[src/rtl/hcv_pkg.sv]
package hcv_pkg;

    // Per-cycle events seen by the register bits
    typedef struct packed {
        logic wr;    // host write strobe
        logic set;   // host write carries a 1 in the request position
        logic ack;   // core acknowledge of the vector fetch
        logic srst;  // synchronous software reset
    } hcv_evt_t;

endpackage

[src/rtl/hcv_req_ctl.sv]
module hcv_req_ctl
    import hcv_pkg::*;
(
    input  logic     clk,
    input  logic     rst_n,
    input  hcv_evt_t evt,
    output logic     req_q
);

    typedef struct packed {
        logic req;
    } req_st_t;

    req_st_t st_d, st_q;

    // Priority: software reset, then acknowledge clear, then host set.
    // A host 0 never clears.
    always_comb begin
        st_d = st_q;
        if (evt.srst) begin
            st_d.req = 1'b0;
        end else if (evt.ack) begin
            st_d.req = 1'b0;
        end else if (evt.wr && evt.set) begin
            st_d.req = 1'b1;
        end
    end

    always_ff @(posedge clk or negedge rst_n) begin
        if (!rst_n) begin
            st_q <= '0;
        end else begin
            st_q <= st_d;
        end
    end

    assign req_q = st_q.req;

    AST_HOST_SET: assert property (@(posedge clk) disable iff (!rst_n)
        (evt.wr && evt.set && !evt.ack && !evt.srst) |=> req_q);

    AST_ACK_CLEARS: assert property (@(posedge clk) disable iff (!rst_n)
        evt.ack |=> !req_q);

    AST_ACK_BEATS_SET: assert property (@(posedge clk) disable iff (!rst_n)
        (evt.ack && evt.wr && evt.set) |=> !req_q);

    AST_NO_HOST_CLEAR: assert property (@(posedge clk) disable iff (!rst_n)
        (req_q && !evt.ack && !evt.srst) |=> req_q);

    AST_SRST_CLEARS: assert property (@(posedge clk) disable iff (!rst_n)
        evt.srst |=> !req_q);

endmodule

[src/rtl/hcv_vec_field.sv]
module hcv_vec_field
    import hcv_pkg::*;
#(
    parameter int               VEC_W   = 8,
    parameter logic [VEC_W-1:0] VEC_RST = 8'h24
) (
    input  logic             clk,
    input  logic             rst_n,
    input  hcv_evt_t         evt,
    input  logic [VEC_W-1:0] wr_vec,
    input  logic             locked,
    output logic [VEC_W-1:0] vec_q
);

    typedef struct packed {
        logic [VEC_W-1:0] vec;
    } vec_st_t;

    vec_st_t st_d, st_q;

    // The field is frozen while a request is outstanding
    always_comb begin
        st_d = st_q;
        if (evt.srst) begin
            st_d.vec = VEC_RST;
        end else if (evt.wr && !locked) begin
            st_d.vec = wr_vec;
        end
    end

    always_ff @(posedge clk or negedge rst_n) begin
        if (!rst_n) begin
            st_q.vec <= VEC_RST;
        end else begin
            st_q <= st_d;
        end
    end

    assign vec_q = st_q.vec;

    AST_VEC_FROZEN: assert property (@(posedge clk) disable iff (!rst_n)
        (locked && !evt.srst) |=> $stable(vec_q));

    AST_VEC_RST_LOAD: assert property (@(posedge clk) disable iff (!rst_n)
        evt.srst |=> (vec_q == VEC_RST));

endmodule

[src/rtl/hostcmd_vec_reg.sv]
module hostcmd_vec_reg
    import hcv_pkg::*;
#(
    parameter int               DATA_W  = 32,
    parameter int               VEC_W   = 8,
    parameter int               CMD_BIT = 15,
    parameter logic [VEC_W-1:0] VEC_RST = 8'h24
) (
    input  logic              clk,
    input  logic              rst_n,
    input  logic              sw_rst,
    input  logic              wr_en,
    input  logic [DATA_W-1:0] wr_data,
    output logic [DATA_W-1:0] rd_data,
    input  logic              ack,
    output logic              cmd_pend,
    output logic [VEC_W-1:0]  vec_idx
);

    localparam logic [DATA_W-1:0] LIVE_MASK =
        (DATA_W'(1) << CMD_BIT) | ((DATA_W'(1) << VEC_W) - DATA_W'(1));

    hcv_evt_t         evt;
    logic             req_q;
    logic [VEC_W-1:0] vec_q;

    always_comb begin
        evt.wr   = wr_en;
        evt.set  = wr_data[CMD_BIT];
        evt.ack  = ack;
        evt.srst = sw_rst;
    end

    hcv_req_ctl u_req (
        .clk   (clk),
        .rst_n (rst_n),
        .evt   (evt),
        .req_q (req_q)
    );

    hcv_vec_field #(
        .VEC_W   (VEC_W),
        .VEC_RST (VEC_RST)
    ) u_vec (
        .clk    (clk),
        .rst_n  (rst_n),
        .evt    (evt),
        .wr_vec (wr_data[VEC_W-1:0]),
        .locked (req_q),
        .vec_q  (vec_q)
    );

    // Read view: reserved positions are tied to zero
    always_comb begin
        rd_data              = '0;
        rd_data[VEC_W-1:0]   = vec_q;
        rd_data[CMD_BIT]     = req_q;
    end

    assign cmd_pend = req_q;
    assign vec_idx  = vec_q;

    AST_RSV_ZERO: assert property (@(posedge clk) disable iff (!rst_n)
        (rd_data & ~LIVE_MASK) == '0);

    AST_PEND_MIRROR: assert property (@(posedge clk) disable iff (!rst_n)
        cmd_pend == rd_data[CMD_BIT]);

endmodule

[config.mk]
export PLATFORM = sky130hd
export DESIGN_NAME = hostcmd_vec_reg
export DESIGN_NICKNAME = d
export VERILOG_FILES = /design/src/rtl/hcv_pkg.sv /design/src/rtl/hcv_req_ctl.sv /design/src/rtl/hcv_vec_field.sv /design/src/rtl/hostcmd_vec_reg.sv
export SDC_FILE = /design/constraint.sdc
export NUM_CORES = 1
export LEC_CHECK = 0
export CAP_MARGIN = 20
export CORE_ASPECT_RATIO = 0.9
export CORE_UTILIZATION = 27
export CTS_CLUSTER_SIZE = 28
export DETAILED_ROUTE_END_ITERATION = 7
export GPL_TIMING_DRIVEN = 0
export PLACE_DENSITY = 0.8
export SYNTH_ARGS = -nofsm -noshare
export SYNTH_HDL_FRONTEND = slang
export SYNTH_HIERARCHICAL = 1
export SYNTH_SLANG_ARGS = --single-unit
[constraint.sdc]
create_clock -name clk -period 1.2 [get_ports clk]
set_clock_uncertainty 0.05 [all_clocks]
set_input_delay 0.12 -clock clk [delete_from_list [all_inputs] [get_ports clk]]
set_output_delay 0.12 -clock clk [all_outputs]
set_load 0.01 [all_outputs]
# After elaboration in Yosys (flattened, before gate mapping)

Cells that the tools add are included.

Register bits after elaboration: 9
Input port bits: 37
Word-level logic and storage cells: 12

Mux-type cells: 5
Reduce and logical (&&, ||, !) cells: 5

Operators with widths:

| cell                | count |
|---|---|
| $mux W8             | 2 |
| $mux W1             | 3 |
| $reduce_bool A3 Y1  | 1 |
| $logic_and A1 B1 Y1 | 2 |
| $reduce_bool A2 Y1  | 1 |
| $logic_not A1 Y1    | 1 |

# Longest topological paths before layout

Depth in word-level cells: 4
Mapped depth: 3

# Hierarchy

The synthesis kept the hierarchy.

By module, submodules not included:

| module          | seq. area each (µm²) | times used | area an instance (µm²) | cells each |
|---|---|---|---|---|
| hcv_vec_field   | 202.7                | 1          | 390.4                  | 35 |
| hostcmd_vec_reg | 0.0                  | 1          | 244.0                  | 33 |
| hcv_req_ctl     | 25.0                 | 1          | 43.8                   | 3 |

# Worst setup path after synthesis

Ideal clock, no wire load.

Path kind: reg2reg
From: register u_req.st_q, in the netlist u_req/req_q
To: register u_vec.st_q (netlist bit u_vec/vec_q[2])
Data required time: 1.075 ns
Path slack: 0.171 ns
Setup time: 0.075 ns
Stages on the path, launching flop included: 4
Clock period less this slack: 1.029 ns
Arrival: 0.904 ns
Path through: dfrtp_1 -> nor2b_1 -> buf_4 -> mux2i_1

Word-level cells in the longest chain between the ends: 3

RTL lines:

| element                      | RTL line            | RTL |
|---|---|---|
| start, declared              | hcv_req_ctl.sv:14   | `req_st_t st_d, st_q;` |
| start signal, assigned       | hcv_req_ctl.sv:33   | `st_q <= st_d;` |
| $logic_not A1 Y1             | hcv_vec_field.sv:26 | `end else if (evt.wr && !locked) begin` |
| $logic_and A1 B1 Y1          | hcv_vec_field.sv:26 |  |
| $reduce_bool A2 Y1 (no line) | n/a                 |  |
| end signal, assigned         | hcv_vec_field.sv:35 | `st_q <= st_d;` |
| end, declared                | hcv_vec_field.sv:19 | `vec_st_t st_d, st_q;` |

Every way passes these cells.
A chain may end at the register's enable or synchronous reset.

# Worst setup path in the final report

From: register u_vec.st_q (netlist bit u_vec/vec_q[3])
To: output port rd_data[3]

RTL lines:

| element       | RTL line              | RTL |
|---|---|---|
| end, declared | hostcmd_vec_reg.sv:14 | `output logic [DATA_W-1:0] rd_data,` |

No word-level cell between the ends.

==> key figures <==
Status
  – Status: completed

Timing
  – Fin crit period: 1162 ps
  – Post-Route Setup TNS: 0 ps
  – Worst hold margin: around 120 ps
  – RSZ-0062 raised after global routing: false
  – Fmax achieved: 0.8606 GHz
  – Setup-failing EPs final: 0
  – Final period utilization: between 90% and 100%
  – Final Max Tran Viols: 0
  – Final WS setup: 37.96 ps
  – Final hold violations: 0

Yosys
  – Area leader, netlist: buf_4
  – Sequential fraction of the synthesis area: 33.58%
  – Post-Synth Adder-Cell Area: 0%
  – Post-synthesis register bit count: 9
  – Cell count after synthesis: slightly above 70
  – Cell Area, Synth: 678.2 um2
  – Xor and xnor area share after synthesis: 0%
  – Synth unique cells: 13
  – Mean Syn Cell Area: roughly 9.6 um2
  – Compound-Gate Fraction of Synth Area: 5.720%
  – Post-Synth Simple-Gate Area: slightly above 20%
  – Yosys Warn Count: 6
  – Multiplexer share of the synthesized area: slightly below 3%
  – Area contributors post-synth: buf_4 (37%), dfrtp_1 (26%), nand4bb_1 (10%)
  – Post-synth top area share: about 37%
  – Largest family of logic cells by synthesized area: buffers and inverters

Worst setup path
  – Crit-path slowest cell: dfrtp_1
  – R2R setup slack: around 60 ps
  – Critical path class: flip-flop to primary output
  – CP Max Fanout: 3
  – CP max stage delay: 390 ps
  – CP Data Required Time: about 1000 ps
  – Critical Path Start Type: flip-flop
  – Crit path DAT: a little under 1000 ps
  – CP Capture Type: primary output
  – Crit path cell chain: buf_4 > clkdlybuf4s15_1

Cells and area
  – Layout Nets: ~170
  – Commonest non-fill, non-tap cell in the layout: buf_4
  – Syn-to-layout area delta: 67.16%
  – Diode count: 0
  – Fillcell total: 217
  – Share of cells above drive strength 1: a little over two fifths
  – Commonest cells after routing, fill and taps aside: buf_4 (37), conb_1 (23), clkdlybuf4s50_1 (12)
  – Finished Cell Area: roughly 1100 um2

CTS
  – CTS tree: done
  – H-tree depth: 1
  – Clk root buf: clkbuf_4
  – TritonCTS Sinks: 9
  – Largest buffer count on any clock path: 2
  – Count of hold-fix buffers inserted at cts: 0
  – Clock-pin slew on the worst setup and hold paths: 60 ps
  – Clk_lat worst skew: around 250 ps
  – CTS Buf Count: 3

Floorplan
  – Site Rows: 16
  – Io pins: 78
  – DIE HEIGHT: 49.55 um
  – Die ar.: 2716 um2
  – Initial cell density of the core: between 20 and 30%
  – Chip width: 54.83 um
  – Core area: 2282 um2

Pwr
  – Cell Pwr Density: approximately 760 nW/um2
  – Static Leak: 0.6271 nW
  – Total net switching power: between 0.2 and 0.25 mW
  – Combinational share of power: roughly a third
  – Net Sw Frac: 27.16%
  – Clock power share: a little over a quarter
  – Worst vdd ir: around 580 uV
  – Internal power: roughly 0.63 mW
  – Reg power frac: between 30% and 40%

Detailed routing
  – # DRC: 0
  – Detailed-route via count: ~600
  – DRT Wirelength: 1.555 mm
  – ANT nets after route: 0
  – Drt initial violations: 6
  – 1st-pass router iterations: 4
  – Via density: 3.731
  – Routed length per instance: ~9.7 um

Placement
  – Port buffer count: 31
  – Hpwl dp: ~1.2 mm
  – Dpl ws: -260.4 ps
  – Placed Area: roughly 1100 um2
  – RePlAce Congestion: around 0.67

Job
  – Max-Cap Viols: 0

Global routing
  – Initial antenna violation count: 0
  – First-pass GRT wire length: ~2 mm
  – GRT Residual Overflow: 0
  – Vias in the first global route: ~500
  – Total GRT Usage: about a tenth
  – Largest net degree at the start of global routing: 11

Hold path
  – Hold/Removal Path Class: input port to asynchronous set/reset pin
[registers in the layout, indices dropped and copies added, names as in the netlist]
| name | cells |
|---|---|
| u_req/req_q | 1 |
| u_vec/vec_q | 8 |
[power by group through the flow]
stage                     Combinational, mW  Sequential [mW]  Clock (mW)
final                                 0.298            0.339       0.224
after global placement                0.300            0.345           0
after detailed placement              0.302            0.346           0
after floorplan                       0.162            0.352           0
after global routing                  0.322            0.340       0.258
after CTS                             0.294            0.338       0.239
[final timing paths]
check,to,cells past startpoint,from
setup / recovery,rd_data[3],2,u_vec/vec_q[3]
min in group clk,u_vec/vec_q[7],3,wr_en
max in group asynchronous,u_vec/vec_q[5],1,rst_n
hold / removal,u_vec/vec_q[6],1,rst_n
hold reg to reg,u_vec/vec_q[2],2,u_vec/vec_q[2]
setup reg to reg,u_vec/vec_q[5],4,u_req/req_q
[final cells by class]
cell class / count / area [um2] / share of cell area (%)
Timing Repair Buffer: 36 / 304.0 / 26.82
Multi-Input combinational cell: 50 / 284.0 / 25.06
Buffer: 34 / 256.5 / 22.63
Sequential cell: 9 / 229.0 / 20.20
Tap cell: 27 / 33.78 / 2.980
Clock buffer: 4 / 26.28 / 2.318
[synth_stat cells]
cell	count
conb_1	1
dfrtp_1	7
nor2b_1	1
o21ai_1	6
a21oi_2	1
buf_4	33
nor2_1	4
nor3_2	1
dfstp_2	2
nand2b_1	6
mux2i_1	2
clkbuf_1	1
nand4bb_1	6
[metal layers]
layer / share of wire [%] / track usage [%]
met4: 0 / 2.564
met2: 50 / 20.48
met5: 0 / 0
met1: 38 / 9.811
met3: 12 / 2.469
[worst max-delay path: cells and delay by family, from the launching register on]
| kind | cells | cell delay (ps) |
|---|---|---|
| flops | 1 | 390 |
| buf+inv | 2 | 350 |
[repair_timing]
item,in CTS,in global routing
hold endpoints to repair,0,0
setup buffers,4,1
resized for setup,34,15
setup endpoints to repair,18,18
[per-stage QoR]
step                      utilization [%]  total power, mW  std cells
after floorplan                         -           0.5144         93
after global placement              48.41           0.6445        151
after detailed placement            48.41           0.6488        151
after CTS                           50.33           0.8715        159
after global routing                49.67           0.9201        160
final                               49.67           0.8607        160
[cells by family (layout without fill, tap and decap cells)]
group,after synthesis,in the layout
multiplexers,2,2
AO/OA/AOI/OAI,7,7
AND/OR/NAND/NOR,18,18
flip-flops,9,9
other,1,23
buffers and inverters,34,74
No activity file was read; power rests on OpenSTA's default activity.
